`src/rtl/fxp_mac_pkg.sv`:
```
package fxp_mac_pkg;

  typedef enum logic [1:0] {
    PSC_NONE   = 2'b00,
    PSC_LEFT1  = 2'b01,
    PSC_RIGHT  = 2'b10,
    PSC_RSVD   = 2'b11
  } pscale_e;

  typedef enum logic [2:0] {
    AOP_HOLD,
    AOP_CLEAR,
    AOP_LOAD,
    AOP_ADD,
    AOP_SUB
  } acc_op_e;

endpackage

```
`src/rtl/fxp_mul.sv`:
```
module fxp_mul #(
  parameter int OP_W = 16
) (
  input  logic              clk,
  input  logic              rst_n,
  input  logic              in_valid,
  input  logic [OP_W-1:0]   opa,
  input  logic [OP_W-1:0]   opb,
  input  logic              signed_mode,
  output logic [2*OP_W-1:0] prod,
  output logic              prod_valid
);
  localparam int P_W = 2 * OP_W;

  logic [P_W-1:0] ext_a, ext_b, full;

  always_comb begin
    ext_a = signed_mode ? {{OP_W{opa[OP_W-1]}}, opa} : {{OP_W{1'b0}}, opa};
    ext_b = signed_mode ? {{OP_W{opb[OP_W-1]}}, opb} : {{OP_W{1'b0}}, opb};
    full  = ext_a * ext_b;
  end

  always_ff @(posedge clk) begin
    if (!rst_n) begin
      prod       <= '0;
      prod_valid <= 1'b0;
    end else begin
      prod_valid <= in_valid;
      if (in_valid) prod <= full;
    end
  end


  prod_hold_chk: assert property (@(posedge clk) disable iff (!rst_n)
    !in_valid |=> $stable(prod));


  pvalid_chk: assert property (@(posedge clk) disable iff (!rst_n)
    in_valid |=> prod_valid);

endmodule

```
`src/rtl/fxp_pscale.sv`:
```
module fxp_pscale #(
  parameter int P_W = 32,
  parameter int RSH = 6
) (
  input  logic           clk,
  input  logic           rst_n,
  input  logic [P_W-1:0] prod,
  input  logic [1:0]     mode,
  output logic [P_W-1:0] scaled
);
  import fxp_mac_pkg::*;

  pscale_e sel;
  assign sel = pscale_e'(mode);

  always_comb begin
    unique case (sel)
      PSC_LEFT1: scaled = {prod[P_W-2:0], 1'b0};
      PSC_RIGHT: scaled = $unsigned($signed(prod) >>> RSH);
      default:   scaled = prod;
    endcase
  end


  rsh_sign_chk: assert property (@(posedge clk) disable iff (!rst_n)
    (mode == 2'b10) |-> (scaled[P_W-1:P_W-1-RSH] == '0 ||
                         scaled[P_W-1:P_W-1-RSH] == '1));


  lsh_lsb_chk: assert property (@(posedge clk) disable iff (!rst_n)
    (mode == 2'b01) |-> (scaled[0] == 1'b0));

endmodule

```
`src/rtl/fxp_acc.sv`:
```
module fxp_acc #(
  parameter int ACC_W = 32
) (
  input  logic             clk,
  input  logic             rst_n,
  input  logic [ACC_W-1:0] addend,
  input  logic             sat_en,
  input  logic             do_load,
  input  logic             do_add,
  input  logic             do_sub,
  input  logic             do_clr,
  output logic [ACC_W-1:0] acc,
  output logic             ovf
);
  import fxp_mac_pkg::*;

  localparam logic [ACC_W-1:0] POS_LIM = {1'b0, {(ACC_W-1){1'b1}}};
  localparam logic [ACC_W-1:0] NEG_LIM = {1'b1, {(ACC_W-1){1'b0}}};

  acc_op_e        op;
  logic [ACC_W-1:0] sum, diff, nxt;
  logic             add_ovf, sub_ovf, step_ovf;

  always_comb begin
    if (do_clr)       op = AOP_CLEAR;
    else if (do_load) op = AOP_LOAD;
    else if (do_add)  op = AOP_ADD;
    else if (do_sub)  op = AOP_SUB;
    else              op = AOP_HOLD;
  end

  always_comb begin
    sum     = acc + addend;
    diff    = acc - addend;
    add_ovf = (acc[ACC_W-1] == addend[ACC_W-1]) && (sum[ACC_W-1] != acc[ACC_W-1]);
    sub_ovf = (acc[ACC_W-1] != addend[ACC_W-1]) && (diff[ACC_W-1] != acc[ACC_W-1]);
    step_ovf = 1'b0;
    nxt      = acc;
    unique case (op)
      AOP_CLEAR: nxt = '0;
      AOP_LOAD:  nxt = addend;
      AOP_ADD: begin
        step_ovf = add_ovf;
        nxt      = sum;
      end
      AOP_SUB: begin
        step_ovf = sub_ovf;
        nxt      = diff;
      end
      default: nxt = acc;
    endcase
    if (step_ovf && sat_en) nxt = acc[ACC_W-1] ? NEG_LIM : POS_LIM;
  end

  always_ff @(posedge clk) begin
    if (!rst_n) begin
      acc <= '0;
      ovf <= 1'b0;
    end else begin
      acc <= nxt;
      if (op == AOP_CLEAR) ovf <= 1'b0;
      else if (step_ovf)   ovf <= 1'b1;
    end
  end


  ovf_sticky_chk: assert property (@(posedge clk) disable iff (!rst_n)
    (ovf && !do_clr) |=> ovf);


  clr_wins_chk: assert property (@(posedge clk) disable iff (!rst_n)
    do_clr |=> (acc == '0 && !ovf));


  acc_hold_chk: assert property (@(posedge clk) disable iff (!rst_n)
    !(do_clr || do_load || do_add || do_sub) |=> $stable(acc));


  load_wins_chk: assert property (@(posedge clk) disable iff (!rst_n)
    (do_load && !do_clr) |=> (acc == $past(addend)));

endmodule

```
`src/rtl/fxp_mac.sv`:
```
module fxp_mac #(
  parameter int OP_W = 16,
  parameter int RSH  = 6
) (
  input  logic                clk,
  input  logic                rst_n,
  input  logic                in_valid,
  input  logic [OP_W-1:0]     opa,
  input  logic [OP_W-1:0]     opb,
  input  logic                signed_mode,
  input  logic [1:0]          shift_mode,
  input  logic                sat_en,
  input  logic                acc_load,
  input  logic                acc_add,
  input  logic                acc_sub,
  input  logic                acc_clr,
  output logic [2*OP_W-1:0]   acc_out,
  output logic [2*OP_W-1:0]   prod_out,
  output logic                prod_valid,
  output logic                ovf_flag
);
  localparam int ACC_W = 2 * OP_W;

  logic [ACC_W-1:0] prod_q, scaled;

  fxp_mul #(.OP_W(OP_W)) u_mul (
    .clk         (clk),
    .rst_n       (rst_n),
    .in_valid    (in_valid),
    .opa         (opa),
    .opb         (opb),
    .signed_mode (signed_mode),
    .prod        (prod_q),
    .prod_valid  (prod_valid)
  );

  fxp_pscale #(.P_W(ACC_W), .RSH(RSH)) u_scale (
    .clk    (clk),
    .rst_n  (rst_n),
    .prod   (prod_q),
    .mode   (shift_mode),
    .scaled (scaled)
  );

  fxp_acc #(.ACC_W(ACC_W)) u_acc (
    .clk     (clk),
    .rst_n   (rst_n),
    .addend  (scaled),
    .sat_en  (sat_en),
    .do_load (acc_load),
    .do_add  (acc_add),
    .do_sub  (acc_sub),
    .do_clr  (acc_clr),
    .acc     (acc_out),
    .ovf     (ovf_flag)
  );

  assign prod_out = prod_q;


  rst_state_chk: assert property (@(posedge clk)
    !rst_n |=> (acc_out == '0 && prod_out == '0 && !prod_valid && !ovf_flag));

endmodule

```
`config.mk`:
```
export PLATFORM = sky130hd
export DESIGN_NAME = fxp_mac
export DESIGN_NICKNAME = d
export VERILOG_FILES = /design/src/rtl/fxp_mac_pkg.sv /design/src/rtl/fxp_mul.sv /design/src/rtl/fxp_pscale.sv /design/src/rtl/fxp_acc.sv /design/src/rtl/fxp_mac.sv
export SDC_FILE = /design/constraint.sdc
export NUM_CORES = 1
export LEC_CHECK = 0
export ABC_AREA = 1
export BUFFER_PORTS_ARGS = -buffer_cell sky130_fd_sc_hd__buf_4
export CORE_UTILIZATION = 26
export DETAILED_ROUTE_END_ITERATION = 8
export SKIP_LAST_GASP = 1
export SYNTH_ARGS = -nofsm -noshare
export SYNTH_HDL_FRONTEND = slang
export SYNTH_SLANG_ARGS = --single-unit
```
`constraint.sdc`:
```
create_clock -name clk -period 9.4 [get_ports clk]
set_input_delay 0.94 -clock clk [delete_from_list [all_inputs] [get_ports clk]]
set_output_delay 0.94 -clock clk [all_outputs]
set_load 0.01 [all_outputs]
```
==> metrics.txt, run 1 <==
final WL between 70000 and 80000 um; n_diodes 0; IO buf count around 110; Setup CP Type in -> reg; R2R Path Start u_mul.prod[14]$_SDFFE_PN0P_; Initial DRC Count 1388; EDFF count, synth 0; CTS clk-pin slew, worst paths approximately 60 ps; setup ws final about 1600 ps; WL per Instance approximately 17 um; simple-gate share of the synthesized area 0.2651; later-pin clock latency in the skew report 370 ps; placed cell area 0.02414 mm2; Max-Cap Viols 0; Worst setup EP type flip-flop; Slowest-stage cell, CP fa_1; pre-CTS setup slack 1247 ps; crit start category primary input; DR vias 20670; fmax 0.1284 GHz; status finished clean; Data arrival, critical path 8050 ps; first-pass GRT wire length 117800 um; r2r setup slk 5120 ps; post-cts sizing count 0; GR Util met1 0.2220; Synth area leaders fa_1 (30%), nand2_1 (16%), inv_1 (15%), ha_1 (11%), dfxtp_1 (5.9%); placed insts 4556; HP Class reg -> reg; relative slew slack 0.3706; Overflow after GRT 0; synthesized flop and latch total 66; Detail Placement HPWL between 60000 and 70000 um; maximum fanout along the worst path 18; vias per cell 4.522; post-synthesis mux area share 0; I/O Pins 109; met2 GRT Util 0.3158; final instance area 0.02443 mm2; Synth top cells by count nand2_1 (952), inv_1 (891), fa_1 (340); most common cell in the synthesized netlist nand2_1; Fin. Hold Viols 0; Die H 295.7 um; CP required 9660 ps; RSZ-0062 raised after global routing no; Tot GR Track Use 0.1754; async set or reset register ratio after synthesis 0; register area share after synthesis 0.05891; Setup Buffers After CTS 0; Compound-Gate Fraction of Synth Area 0.07720; CTS tree built; adder-cell share of the synthesized area 0.4089; area delta synth->final 8.936%; post-route setup TNS 0 ps; fin. max-slew vios 0; full die area ~0.087 mm2; Setup Viol. Count Final 0; initial antenna violation count 2; Cells after Synth 3432; Post-route DRC 0; main flop type after synthesis dfxtp_1; Post-CTS Hold Buffers 0; Root Driver clkbuf_16; Synth top area share 0.3035; Most common cell on crit path inv_1; Placement Rows about 110; cell count of the worst reg-to-reg path 19; Worst Clk Skew 10.85 ps; # fillers 9501; drt pass-1 iters 5; CP startpoint opa[15]; vias in the first global route roughly 21000; Worst-Margin Slew 944.1 ps; largest net degree at the start of global routing 52; fin nets approximately 4000; Syn Nets about 4000; Synth cell types 46; Sink Count 66; share of cells above drive strength 1 0.04756; yosys warns 0; DIE WIDTH about 300 um; worst setup path endpoint u_mul.prod[31]$_SDFFE_PN0P_; htree depth 3; Tcrit/Tclk final 0.8285; Netlist Area Pre-Place 0.02243 mm2; fin cells 4571; placeable core region between 0.08 and 0.09 mm2; CP max stage delay approximately 600 ps; Detail Route Antenna Nets 0; Worst R2R End u_acc.acc[26]$_SDFFE_PN0P_; post-layout min period 7788 ps; CTS buffer count 9; GRT busiest layer met2; main combinational cell family by area after synthesis adder cells; CTS max path bufs 2; XOR/XNOR Fraction of Synth Area 0.01328; HP Start u_acc.ovf$_SDFFE_PP0P_; WHS Path Cells 2; Initial Utilization 0.2630; GP Congestion 0.9914; Yosys top cell by area fa_1; GRT met3 Usage 0.01709; mean post-synth cell area 6.536 um2
[per-stage QoR]
stage,hold slack [ps],util
finish,509.6,0.2865
global route,570.1,0.2865
CTS,512.5,0.2865
detailed placement,496.8,0.2831
global placement,489.0,0.2831
floorplan,519.5,-
[final cells by class]
class / count / area (um2) / share of cell area
Multi-Input combinational cell: 2333 / 17160 / 0.7022
Inverter: 899 / 3374 / 0.1381
Tap cell: 1144 / 1431 / 0.05858
Sequential cell: 66 / 1321 / 0.05407
Timing Repair Buffer: 114 / 855.8 / 0.03502
Clock buffer: 9 / 225.2 / 0.009217
Clock inverter: 6 / 67.56 / 0.002765
[how the worst min path moves through the flow]
stage / to / slack (ps)
final: u_acc.ovf$_SDFFE_PP0P_ / 510
after global routing: u_acc.ovf$_SDFFE_PP0P_ / 570
after CTS: u_acc.ovf$_SDFFE_PP0P_ / 510
after detailed placement: u_acc.ovf$_SDFFE_PP0P_ / 500
after global placement: u_acc.ovf$_SDFFE_PP0P_ / 490
after floorplan: u_mul.prod[0]$_SDFFE_PN0P_ / 520
[logic make-up after synthesis]
group	count (synthesis)
buffers and inverters	1033
adders and majority gates	529
AOI/OAI and AO/OA	303
DFF	66
and+or+nand+nor	1467
xor gates and xnor gates	34
[state kept, by name, summed over array words and instances (netlist names)]
signal and cells:
u_acc.ovf 1, u_mul.prod 32, u_acc.acc 32, u_mul.prod_valid 1
[worst max-delay path, delay by kind of cell]
kind            cells  cell delay [ps]
compound gates      1              170
buf+inv            10             1110
fa+ha+maj           9             4530
simple gates       11             1310
[layout by cell type (no fill, tap or decap), drive strengths merged, types with 7 or more instances in the layout]
master,n
fa,340
nand3,159
o22ai,7
o21ai,92
dfxtp,66
clkbuf,9
o21bai,13
xor2,20
o211ai,22
ha,189
nand2,960
nand4,33
nor2,269
buf,114
inv,896
a21oi,137
a21o,8
and2,8
xnor2,14
nor3,24
a221o,7
[routing by layer]
metal,up-vias,wire length [um]
met5,-,30
li1,10106,-
met3,103,3657
met1,9953,33340
met4,4,1735
met2,504,36680
Power of run 1 is left out: the tool's default activity adds up to more than one toggle a clock period on the data nets, which glitch-free logic cannot reach.
==> run 2: changes to the inputs <==
Settings changed: ABC_AREA 1 to 0.
Clock period 9.4 ns to 7.35 ns, I/O delays scaled along.
==> metrics.txt, run 2 <==
Placement Rows 100; htree depth 3; most frequent cells in the layout inv_1 (410), fa_1 (336), buf_4 (227), and2_1 (189), ha_1 (185); XOR/XNOR Fraction of Synth Area 0.03319; Crit path buffers/inverters 7; DIE WIDTH 277.9 um; Post-route DRC 0; yosys warns 0; fmax 0.1402 GHz; Setup Viol. Count Final 0; Tcrit/Tclk final 0.9707; Overflow after GRT 0; CP max stage delay 570 ps; Worst Clk Skew 11.72 ps; Initial Utilization 0.2645; mean post-synth cell area 8.521 um2; synthesized flop and latch total 66; Yosys top cell by area fa_1; CP required 7590 ps; Fin. Hold Viols 0; Compound-Gate Fraction of Synth Area 0.1663; CTS buffer count 9; Netlist Area Pre-Place between 0.015 and 0.02 mm2; later-pin clock latency in the skew report 360 ps; post-layout min period 7135 ps; final WL 60370 um; Syn Nets between 2000 and 3000; Root Driver clkbuf_16; r2r setup slk 2860 ps; CTS tree built; vias per cell 4.827; CTS max path bufs 2; Worst-Margin Slew 932.7 ps; RSZ-0062 raised after global routing no; Detail Placement HPWL approximately 51000 um; full die area 0.07724 mm2; EDFF count, synth 0; Max-Cap Viols 0; # fillers 7916; Sink Count 66; first-pass GRT wire length 97460 um; Worst setup EP type flip-flop; most common cell after layout, fill and taps aside inv_1; area delta synth->final 14.80%; adder-cell share of the synthesized area 0.4633; placeable core region ~0.075 mm2; IO buf count 108; R2R Path Start u_mul.prod[31]$_SDFFE_PN0P_; CP startpoint signed_mode; WL per Instance 17.64 um; post-synthesis mux area share 0.01081; HP Class reg -> reg; Data arrival, critical path ~7400 ps; Synth area leaders fa_1 (34%), ha_1 (12%), inv_1 (7.9%), dfxtp_1 (6.7%), and2_1 (6.0%); crit start category primary input; Die H 277.9 um; post-route setup TNS 0 ps; Synth top area share 0.3439; Slowest-stage cell, CP fa_1; simple-gate share of the synthesized area 0.1572; Cells after Synth 2323; largest net degree at the start of global routing 46; Largest regs u_acc.acc (32), u_mul.prod (32); Worst R2R End u_acc.acc[10]$_SDFFE_PN0P_; status finished clean; main combinational cell family by area after synthesis adder cells; relative slew slack 0.3781; crit-path leading delay family adder cells; DR vias 16524; Detail Route Antenna Nets 0; async set or reset register ratio after synthesis 0; fin nets 3019; initial antenna violation count 4; main flop type after synthesis dfxtp_1; drt pass-1 iters 5; vias in the first global route 17348; worst setup path endpoint u_mul.prod[31]$_SDFFE_PN0P_; Most common cell on crit path fa_1; Synth top cells by count inv_1 (414), fa_1 (340), and2_1 (190); critical path depth 25; Tot GR Track Use 0.1598; fin. max-slew vios 0; Initial DRC Count 1077; register area share after synthesis 0.06675; cell count of the worst reg-to-reg path 14; GP Congestion 0.9271; I/O Pins ~110; CTS clk-pin slew, worst paths 60 ps; share of cells above drive strength 1 0.1256; Setup CP Type in -> reg; most common cell in the synthesized netlist inv_1; Synth cell types 88; maximum fanout along the worst path 5
run 2: changes by cell type after synthesis, sizes merged, moves of 30 or more:
cell | before | now
nand2 | 960 | 161
inv | 895 | 417
and2 | 8 | 191
nand3 | 159 | 16
nor2 | 269 | 138
xnor2 | 14 | 64
a221oi | 3 | 38
a21o | 8 | 38
run 2: logic make-up (layout without fill, tap and decap cells):
family | Yosys count | after routing
AOI/OAI and AO/OA | 479 | 479
xor gates and xnor gates | 75 | 75
adders and majority gates | 529 | 529
buffers and inverters | 536 | 665
DFF | 66 | 66
muxes | 21 | 21
other | 0 | 2
and+or+nand+nor | 617 | 617
run 2: repair_timing:
item	in CTS	in global routing
setup endpoints to repair	0	4
hold buffers	0	0
gates resized for setup	0	22
setup buffers	0	3
run 2: tightest hold or removal path: cells and delay by family, from the launching register on:
kind               cells  cell delay, ps
and+or+nand+nor        1              70
AOI/OAI and AO/OA      1              50
DFF                    1             350
run 2: final cells by class:
class	count	area, um2	share of cell area
multi-input combinational	1721	16550	0.7284
timing repair buffer	232	1769	0.07785
inverter	417	1568	0.06899
sequential	66	1321	0.05814
tap	969	1212	0.05335
clock buffer	9	225.2	0.009911
clock inverter	7	70.07	0.003083
antenna	2	5.005	0.0002202
run 2: routing by layer:
metal | vias to the layer above | GRT usage | part of all wire
li1 | 7789 | - | -
met1 | 8208 | 0.2138 | 0.45
met2 | 471 | 0.2725 | 0.48
met3 | 54 | 0.02392 | 0.056
met4 | 2 | 0.03032 | 0.012
met5 | - | 0 | 0.00022
run 2: how the worst min path moves through the flow:
stage	from	endpoint	slack, ps	cells after the start
2_1_floorplan	u_mul.prod[31]$_SDFFE_PN0P_	u_mul.prod[31]$_SDFFE_PN0P_	490	2
3_3_place_gp	u_mul.prod[31]$_SDFFE_PN0P_	u_mul.prod[31]$_SDFFE_PN0P_	530	2
3_5_place_dp	u_mul.prod[31]$_SDFFE_PN0P_	u_mul.prod[31]$_SDFFE_PN0P_	530	2
4_1_cts	u_mul.prod[31]$_SDFFE_PN0P_	u_mul.prod[31]$_SDFFE_PN0P_	540	2
5_1_grt	u_mul.prod[31]$_SDFFE_PN0P_	u_mul.prod[31]$_SDFFE_PN0P_	560	2
6_report	u_mul.prod[31]$_SDFFE_PN0P_	u_mul.prod[31]$_SDFFE_PN0P_	520	2
run 2: metrics by stage:
stage | instances | setup slack [ps] | util | cell area (um2) | hold WS [ps]
floorplan | 2323 | -111.2 | - | 19830 | 486.8
global route | 3421 | 7.580 | 0.3036 | 22720 | 562.4
CTS | 3418 | 67.04 | 0.3022 | 22610 | 543.2
finish | 3423 | 215.0 | 0.3037 | 22720 | 517.5
detailed placement | 3402 | -318.8 | 0.2982 | 22310 | 534.0
global placement | 3402 | -226.7 | 0.2982 | 22310 | 532.7
Power of run 2 is left out for the same reason.
